--- config.mk ---
export PLATFORM = sky130hd
export DESIGN_NAME = iotlb_inv_reg
export DESIGN_NICKNAME = d
export VERILOG_FILES = /design/src/rtl/iotlb_inv_pkg.sv /design/src/rtl/iotlb_inv_fields.sv /design/src/rtl/iotlb_inv_seq.sv /design/src/rtl/iotlb_inv_reg.sv
export SDC_FILE = /design/constraint.sdc
export NUM_CORES = 1
export LEC_CHECK = 0
export BUFFER_PORTS_ARGS = -buffer_cell sky130_fd_sc_hd__buf_2
export CORE_MARGIN = 4
export CORE_UTILIZATION = 25
export CTS_BUF_LIST = sky130_fd_sc_hd__clkbuf_4 sky130_fd_sc_hd__clkbuf_8 sky130_fd_sc_hd__clkbuf_16
export DETAILED_ROUTE_END_ITERATION = 8
export MAX_ROUTING_LAYER = met4
export SETUP_SLACK_MARGIN = 0.3
export SLEW_MARGIN = 10
export SYNTH_ARGS = -nofsm -noshare
export SYNTH_HDL_FRONTEND = slang
export SYNTH_HIERARCHICAL = 1
export SYNTH_SLANG_ARGS = --single-unit
--- constraint.sdc ---
create_clock -name clk -period 2.7 [get_ports clk]
set_clock_uncertainty 0.2 [all_clocks]
set_input_delay 0.27 -clock clk [delete_from_list [all_inputs] [get_ports clk]]
set_output_delay 0.27 -clock clk [all_outputs]
set_load 0.05 [all_outputs]
--- src/rtl/iotlb_inv_pkg.sv ---
package iotlb_inv_pkg;
  typedef enum logic [1:0] {
    GR_RSVD   = 2'b00,
    GR_GLOBAL = 2'b01,
    GR_DOMAIN = 2'b10,
    GR_PAGE   = 2'b11
  } gran_e;

  typedef enum logic [1:0] {
    SQ_IDLE,
    SQ_FLUSH,
    SQ_ISSUE,
    SQ_RSVD
  } seq_e;

  localparam int BUSY_BIT = 63;
  localparam int REQG_LSB = 60;
  localparam int ACTG_LSB = 57;
  localparam int DID_LSB  = 32;
  localparam int DID_BYTE = 4;
  localparam int TOP_BYTE = 7;
endpackage

--- src/rtl/iotlb_inv_fields.sv ---
module iotlb_inv_fields
  import iotlb_inv_pkg::*;
#(
  parameter int ADDR_W = 12,
  parameter int OFFSET = 'h108,
  parameter int DID_W  = 16
) (
  input  logic              clk,
  input  logic              rst,
  input  logic              reg_wr,
  input  logic [ADDR_W-1:0] reg_addr,
  input  logic [7:0]        reg_be,
  input  logic [63:0]       reg_wdata,
  input  logic              seq_done,
  input  logic [1:0]        seq_gran,
  output logic              busy_q,
  output logic [1:0]        reqg_q,
  output logic [1:0]        actg_q,
  output logic [DID_W-1:0]  did_q,
  output logic              start,
  output logic [1:0]        start_gran,
  output logic [DID_W-1:0]  start_did
);
  localparam int DID_BYTES = DID_W / 8;
  localparam logic [ADDR_W-1:0] OFF_A = ADDR_W'(OFFSET);

  logic             wr_ok;
  logic [1:0]       reqg_n;
  logic [DID_W-1:0] did_n;
  logic             unused_bits;

  assign unused_bits = ^{reg_wdata, reg_be};
  assign wr_ok = reg_wr && (reg_addr == OFF_A) && !busy_q;
  assign reqg_n = (wr_ok && reg_be[TOP_BYTE]) ? reg_wdata[REQG_LSB +: 2] : reqg_q;
  assign start = wr_ok && reg_be[TOP_BYTE] && reg_wdata[BUSY_BIT];
  assign start_gran = reqg_n;
  assign start_did = did_n;

  always_comb begin
    did_n = did_q;
    for (int b = 0; b < DID_BYTES; b++) begin
      if (wr_ok && reg_be[DID_BYTE + b])
        did_n[b*8 +: 8] = reg_wdata[DID_LSB + b*8 +: 8];
    end
  end

  always_ff @(posedge clk) begin
    if (rst) begin
      busy_q <= 1'b0;
      reqg_q <= GR_RSVD;
      actg_q <= GR_GLOBAL;
      did_q  <= '0;
    end else begin
      reqg_q <= reqg_n;
      did_q  <= did_n;
      if (start)
        busy_q <= 1'b1;
      else if (seq_done)
        busy_q <= 1'b0;
      if (seq_done)
        actg_q <= seq_gran;
    end
  end

  p_busy_hold_r10: assert property (@(posedge clk) disable iff (rst)
    busy_q |=> $stable(did_q) && $stable(reqg_q))
    else $error("R10 fields changed while busy");

  p_busy_fall_r11: assert property (@(posedge clk) disable iff (rst)
    $fell(busy_q) |-> $past(seq_done))
    else $error("R11 busy cleared without completion");
endmodule

--- src/rtl/iotlb_inv_seq.sv ---
module iotlb_inv_seq
  import iotlb_inv_pkg::*;
#(
  parameter int DID_W = 16
) (
  input  logic             clk,
  input  logic             rst,
  input  logic             start,
  input  logic [1:0]       start_gran,
  input  logic [DID_W-1:0] start_did,
  input  logic             flush_cap,
  input  logic             coarsen_page,
  input  logic             wbf_ack,
  input  logic             inv_done,
  output logic             wbf_req_q,
  output logic             inv_req_q,
  output logic [1:0]       inv_gran_q,
  output logic [DID_W-1:0] inv_did_q,
  output logic             done
);
  seq_e       state_q;
  logic [1:0] perf_gran;

  assign perf_gran = (start_gran == GR_PAGE && coarsen_page) ? GR_DOMAIN : start_gran;
  assign done = (state_q == SQ_RSVD) || (state_q == SQ_ISSUE && inv_done);

  always_ff @(posedge clk) begin
    if (rst) begin
      state_q    <= SQ_IDLE;
      wbf_req_q  <= 1'b0;
      inv_req_q  <= 1'b0;
      inv_gran_q <= GR_RSVD;
      inv_did_q  <= '0;
    end else begin
      case (state_q)
        SQ_IDLE: if (start) begin
          inv_did_q  <= start_did;
          inv_gran_q <= perf_gran;
          if (start_gran == GR_RSVD) begin
            state_q <= SQ_RSVD;
          end else if (flush_cap) begin
            state_q   <= SQ_FLUSH;
            wbf_req_q <= 1'b1;
          end else begin
            state_q   <= SQ_ISSUE;
            inv_req_q <= 1'b1;
          end
        end
        SQ_FLUSH: if (wbf_ack) begin
          wbf_req_q <= 1'b0;
          inv_req_q <= 1'b1;
          state_q   <= SQ_ISSUE;
        end
        SQ_ISSUE: if (inv_done) begin
          inv_req_q <= 1'b0;
          state_q   <= SQ_IDLE;
        end
        default: state_q <= SQ_IDLE;
      endcase
    end
  end

  p_no_overlap_r5: assert property (@(posedge clk) disable iff (rst)
    !(wbf_req_q && inv_req_q))
    else $error("R5 flush and invalidation overlap");

  p_flush_first_r5: assert property (@(posedge clk) disable iff (rst)
    $rose(inv_req_q) && flush_cap |-> $past(wbf_req_q) && $past(wbf_ack))
    else $error("R5 invalidation issued before flush ack");

  p_req_hold_r7: assert property (@(posedge clk) disable iff (rst)
    inv_req_q && !inv_done |=> inv_req_q && $stable(inv_gran_q) && $stable(inv_did_q))
    else $error("R7 request dropped or changed before done");

  p_no_rsvd_issue_r9: assert property (@(posedge clk) disable iff (rst)
    inv_req_q |-> inv_gran_q != GR_RSVD)
    else $error("R9 reserved code sent to engine");
endmodule

--- src/rtl/iotlb_inv_reg.sv ---
module iotlb_inv_reg
  import iotlb_inv_pkg::*;
#(
  parameter int ADDR_W = 12,
  parameter int OFFSET = 'h108,
  parameter int DID_W  = 16
) (
  input  logic              clk,
  input  logic              rst,
  input  logic              reg_wr,
  input  logic [ADDR_W-1:0] reg_addr,
  input  logic [7:0]        reg_be,
  input  logic [63:0]       reg_wdata,
  output logic [63:0]       reg_rdata,
  input  logic              flush_cap,
  input  logic              coarsen_page,
  output logic              wbf_req,
  input  logic              wbf_ack,
  output logic              inv_req,
  output logic [1:0]        inv_gran,
  output logic [DID_W-1:0]  inv_did,
  input  logic              inv_done
);
  logic             busy_q;
  logic [1:0]       reqg_q;
  logic [1:0]       actg_q;
  logic [DID_W-1:0] did_q;
  logic             start;
  logic [1:0]       start_gran;
  logic [DID_W-1:0] start_did;
  logic             seq_done;

  iotlb_inv_fields #(.ADDR_W(ADDR_W), .OFFSET(OFFSET), .DID_W(DID_W)) u_fields (
    .clk        (clk),
    .rst        (rst),
    .reg_wr     (reg_wr),
    .reg_addr   (reg_addr),
    .reg_be     (reg_be),
    .reg_wdata  (reg_wdata),
    .seq_done   (seq_done),
    .seq_gran   (inv_gran),
    .busy_q     (busy_q),
    .reqg_q     (reqg_q),
    .actg_q     (actg_q),
    .did_q      (did_q),
    .start      (start),
    .start_gran (start_gran),
    .start_did  (start_did)
  );

  iotlb_inv_seq #(.DID_W(DID_W)) u_seq (
    .clk          (clk),
    .rst          (rst),
    .start        (start),
    .start_gran   (start_gran),
    .start_did    (start_did),
    .flush_cap    (flush_cap),
    .coarsen_page (coarsen_page),
    .wbf_ack      (wbf_ack),
    .inv_done     (inv_done),
    .wbf_req_q    (wbf_req),
    .inv_req_q    (inv_req),
    .inv_gran_q   (inv_gran),
    .inv_did_q    (inv_did),
    .done         (seq_done)
  );

  always_comb begin
    reg_rdata = '0;
    reg_rdata[BUSY_BIT]          = busy_q;
    reg_rdata[REQG_LSB +: 2]     = reqg_q;
    reg_rdata[ACTG_LSB +: 2]     = actg_q;
    reg_rdata[DID_LSB +: DID_W]  = did_q;
  end

  p_idle_quiet_r7: assert property (@(posedge clk) disable iff (rst)
    !busy_q |-> !wbf_req && !inv_req)
    else $error("R7 handshake active while not busy");
endmodule

# Word level (Yosys, flattened, before mapping)
# Index checks and enable logic that the tools add are counted.
totals:
  ff_bits: 43
  input_bits: 91
  output_inout_bits: 84
  wordCells: 62
classes:
  eq_ne: 11
  n_mux: 23
  n_reduce_logical: 19
ops:
  columns: ["operator", "count"]
  rows:
  - ["8-bit two-way mux", 2]
  - ["2-bit two-way mux", 7]
  - ["12-bit by 9-bit equality test with 1-bit output (second input constant)", 1]
  - ["2-bit inequality test (second input constant)", 6]
  - ["1-bit two-way mux", 11]
  - ["1-bit logical AND", 8]
  - ["2-bit equality test (second input constant)", 3]
  - ["2-bit one-hot mux with 3 select lines", 1]
  - ["6-bit AND reduction", 1]
  - ["5-bit AND reduction", 1]
  - ["2-bit logical NOT", 2]
  - ["2-bit nonzero test", 2]
  - ["1-bit one-hot mux with 3 select lines", 1]
  - ["3-bit AND reduction", 1]
  - ["3-bit nonzero test", 1]
  - ["2-bit by 1-bit equality test with 1-bit output (second input constant)", 1]
  - ["1-bit one-hot mux with 2 select lines", 1]
  - ["2-bit AND reduction", 1]
  - ["1-bit logical NOT", 1]
  - ["1-bit logical OR", 1]

# Logic depth before layout (Yosys ltp)
depth:
  ltp_word: 9
  ltp_mapped: 8
  depth_no_buf: 6

# Hierarchy
# The synthesis kept the hierarchy.
by_module_without_submodules:
  columns: ["module", "instances", "cells_per_inst", "area_each_um2", "seq_area_each_um2"]
  rows:
  - ["iotlb_inv_fields", 1, 119, 1267.5, 420.4]
  - ["iotlb_inv_seq", 1, 108, 889.6, 440.4]
  - ["iotlb_inv_reg", 1, 45, 334.1, 0.0]

# Worst setup path before layout
# No wires, ideal clock.
synth_timing:
  path_type: "flip-flop to flip-flop"
  from: "register u_fields.busy_q"
  to: "register u_seq.inv_did_q[0]"
  setup_ps: 132
  arrival_ps: 1997
  t_required_ps: 2368
  path_slack_ps: 371
  path_stages_with_launch: 9
  n_path_buf: 2
  period_less_slack_ps: 2329
  cell_sequence: "dfxtp_1 nor4_4 and4_1 and2_1 or3b_1 buf_6 buf_8 nand2_1 a21oi_1"
synth_between:
  elab_chain_len: 5
  elab_cells_between_ends: 7
  cone_classes: "mux: 1; reduce/logical: 6"
synth_rtl:
  columns: ["element", "line", "source"]
  rows:
  - ["start: declaration", "iotlb_inv_fields.sv:16", "output logic busy_q,"]
  - ["start signal: assignment", "iotlb_inv_fields.sv:49", "busy_q <= 1'b0;"]
  - ["start signal: assignment", "iotlb_inv_fields.sv:57", "busy_q <= 1'b1;"]
  - ["start signal: assignment", "iotlb_inv_fields.sv:59", "busy_q <= 1'b0;"]
  - ["1-bit logical NOT", "iotlb_inv_fields.sv:33", "assign wr_ok = reg_wr && (reg_addr == OFF_A) && !busy_q;"]
  - ["1-bit logical AND", "iotlb_inv_fields.sv:33", null]
  - ["1-bit logical AND (2 in a row)", "iotlb_inv_fields.sv:35", "assign start = wr_ok && reg_be[TOP_BYTE] && reg_wdata[BUSY_BIT];"]
  - ["named net start", "iotlb_inv_reg.sv:28", "logic start;"]
  - ["2-bit AND reduction (no source line)", null, null]
  - ["end signal: assignment", "iotlb_inv_seq.sv:37", "inv_did_q <= start_did;"]
  - ["end: declaration", "iotlb_inv_seq.sv:18", "output logic [DID_W-1:0] inv_did_q,"]
# The timed path passes the listed nets, and every way through them passes these cells.
# A chain may end at the register's enable or synchronous reset.

# Worst setup path in the final report
layout_timing:
  from: "register u_fields.busy_q"
  to: "register u_seq.inv_did_q[15]"
# Same word-level chain as after synthesis.

==> out/results.tsv <==
metric	value	unit
clock-sinks	43	
fp.dieArea	11600	µm²
synthCells	272	
drtAntennaViolNets	0	
drtIter0Drc	41	
path_cells	nor4_4 > and4_2 > and2_1 > or3b_1 > buf_4 > nand2_1 > a21oi_1	
status	complete, no violations	
vias	1974	
clock_latency	0.29	ns
synth_area	2490	µm²
clockBufferDepth	2	
ios	175	
place_hpwl	4740	µm
die_y	108	µm
setup-tns-final	0	ns
netSwitchingFraction	0.298	
slew_viol_final	0	
holdBufCountCts	0	
max-slew-margin-rel	0.436	
drcViolationCount	0	
numCtsBuffers	5	
startpoint_type	flop	
leakage	1.30	nW
synth_top_area_frac	0.346	
initial_core_util	0.256	
p_per_area	442	nW/µm²
critical_path.slowest_cell	dfxtp_1	
cts_root_buf	clkbuf_8	
slowest_delay	0.35	ns
period_needed	2.22	ns
first_pass_iters	4	
critPathKind	reg -> reg	
worst-path-buf-inv	1	
antenna_found_initial	1	
grt_pass1_vias	1884	
reg2reg_depth	7	
seqPwrFrac	0.485	
drt-total-wl	6200	µm
switchingPower	0.000390	W
yosys.area.top_type	dfxtp_1	
syn_to_final_growth	18.6	%
report.final.setup_viol	0	
placed_area	2850	µm²
ys_seq_area_frac	0.346	
synthFlopType	dfxtp_1	
synth_edf_count	0	
fin_nets	441	
grt_max_degree	59	
yosys_warnings	6	
hp-class	in -> reg	
whs_path_depth	3	
post_cts.repair.setup_buffers	0	
grt_usage	0.105	
cp_max_fo	18	
gp_congestion	0.729	
drive_above_1_share	0.342	
cp.arrival	2.16	ns
cp.required	2.64	ns
rsz0062_at_grt	false	
wl_per_cell	12.8	µm
vdd_drop_max	172	µV
path_depth	7	
avgViaCountPerCell	4.07	
cts_tree	built	
critical_path.top_delay_family	simple AND/OR/NAND/NOR gates	
p_int	0.000917	W
path_clk_slew	0.09	ns
cp-end-kind	flop	
pwr-share-clk	0.357	
synth_area_leaders	dfxtp_1, buf_4, nand2b_1	
fin_area	2950	µm²
grt_overflow	0	
grt_pass1_wl	9300	µm
avgSynthCellArea	9.16	µm²
ys_types	34	
place.port_buffers	81	
finalHoldViolations	0	
p_comb_frac	0.158	
cap_violations	0	
synth_seq_cells	43	
fmax	451	MHz
htreeDepth	2	
tightest_slew	0.845	ns
die_w	108	µm
core	9730	µm²
rows	36	
ys_async_sr_fraction	0	
timing.final.crit_share	0.821	
-- power groups by stage --
stage          Combinational, W  Sequential, W  Clock [W]
2_1_floorplan          0.000211       0.000649          0
3_3_place_gp           0.000203       0.000648          0
3_5_place_dp           0.000207       0.000648          0
4_1_cts                0.000207       0.000634   0.000500
5_1_grt                0.000219       0.000634   0.000518
6_report               0.000207       0.000633   0.000466
-- sequential cells by signal (all words and copies together), names as in the netlist --
| register | count |
|---|---|
| u_seq/wbf_req_q | 1 |
| u_seq/inv_did_q | 16 |
| u_fields/did_q | 16 |
| u_seq/state_q | 2 |
| u_seq/inv_gran_q | 2 |
| u_fields/reqg_q | 2 |
| u_seq/inv_req_q | 1 |
| u_fields/actg_q | 2 |
| u_fields/busy_q | 1 |
-- stage by stage --
step                      total power (W)  std cells  hold slack [ns]  setup slack (ns)   util
after detailed placement         0.000855        476            0.242             0.311  0.293
after floorplan                  0.000859        314            0.148             0.371      -
final                             0.00131        485           0.0415             0.485  0.304
after global placement           0.000852        476            0.244             0.341  0.293
after CTS                         0.00134        484           0.0250             0.444  0.303
after global routing              0.00137        485           0.0337             0.313  0.304
-- placed cells by master (no fill, tap or decap), types with 4 or more instances in the layout --
cell type  count
a21oi_1       20
buf_2         81
buf_4          4
clkbuf_8       7
conb_1        43
dfxtp_1       43
mux2_2        19
mux2i_1       19
nand2_1       37
nand2b_1      39
nor2_1         5
nor3b_1        4
-- cell usage after synthesis, types with 2 or more instances --
| master | count |
|---|---|
| o21ai_0 | 2 |
| buf_4 | 47 |
| dfxtp_1 | 43 |
| a21oi_1 | 20 |
| nor3b_1 | 4 |
| nor2b_1 | 2 |
| nor2_1 | 5 |
| mux2i_1 | 19 |
| inv_1 | 2 |
| buf_6 | 3 |
| clkbuf_1 | 6 |
| nand2b_1 | 39 |
| nand2_1 | 37 |
| mux2_2 | 19 |
| and4_1 | 3 |
| nand4_4 | 2 |
| o21a_1 | 2 |
-- logic make-up (layout without fill, tap and decap cells) --
family / Yosys count / after routing / synth area share
simple gates: 102 / 102 / 0.252
buf+inv: 59 / 96 / 0.173
flops: 43 / 43 / 0.346
mux: 38 / 38 / 0.162
compound gates: 29 / 29 / 0.0658
other cells: 1 / 44 / 0.00151
-- repair_timing --
action	4_1_cts	5_1_grt
endpoints found under the hold margin	0	0
gates resized for setup	0	1
endpoints found under the setup margin	0	1
-- path summary, 6_finish.rpt --
| kind | start | to | slack [ns] |
|---|---|---|---|
| hold reg to reg | u_seq/inv_did_q[3] | u_seq/inv_did_q[3] | 0.25 |
| hold / removal | reg_wdata[36] | u_fields/did_q[4] | 0.04 |
| setup / recovery | u_fields/busy_q | u_seq/inv_did_q[15] | 0.48 |
| setup reg to reg | u_fields/busy_q | u_seq/inv_did_q[15] | 0.48 |
-- routing by layer --
| metal | GRT usage | vias to the layer above | wire [µm] |
|---|---|---|---|
| met5 | - | - | 0 |
| met4 | 0.0298 | 0 | 57 |
| met3 | 0.0282 | 4 | 499 |
| met2 | 0.185 | 77 | 3060 |
| met1 | 0.117 | 913 | 2590 |
| li1 | - | 980 | - |
-- layout make-up --
cell class                 instances  area [µm²]
fill                            1058        6780
antenna                            1        2.50
timing repair buffer              86         455
multi-input combinational        212        1360
clock buffer                       8         104
tap                              133         166
sequential                        43         861
inverter                           2        7.51
-- worst reg2reg max path, stage by stage (launching register included) --
cell	delay, ns
dfxtp_1	0.35
nor4_4	0.29
and4_2	0.31
and2_1	0.20
or3b_1	0.35
buf_4	0.22
nand2_1	0.10
a21oi_1	0.06
(Power assumes the default switching activity.)
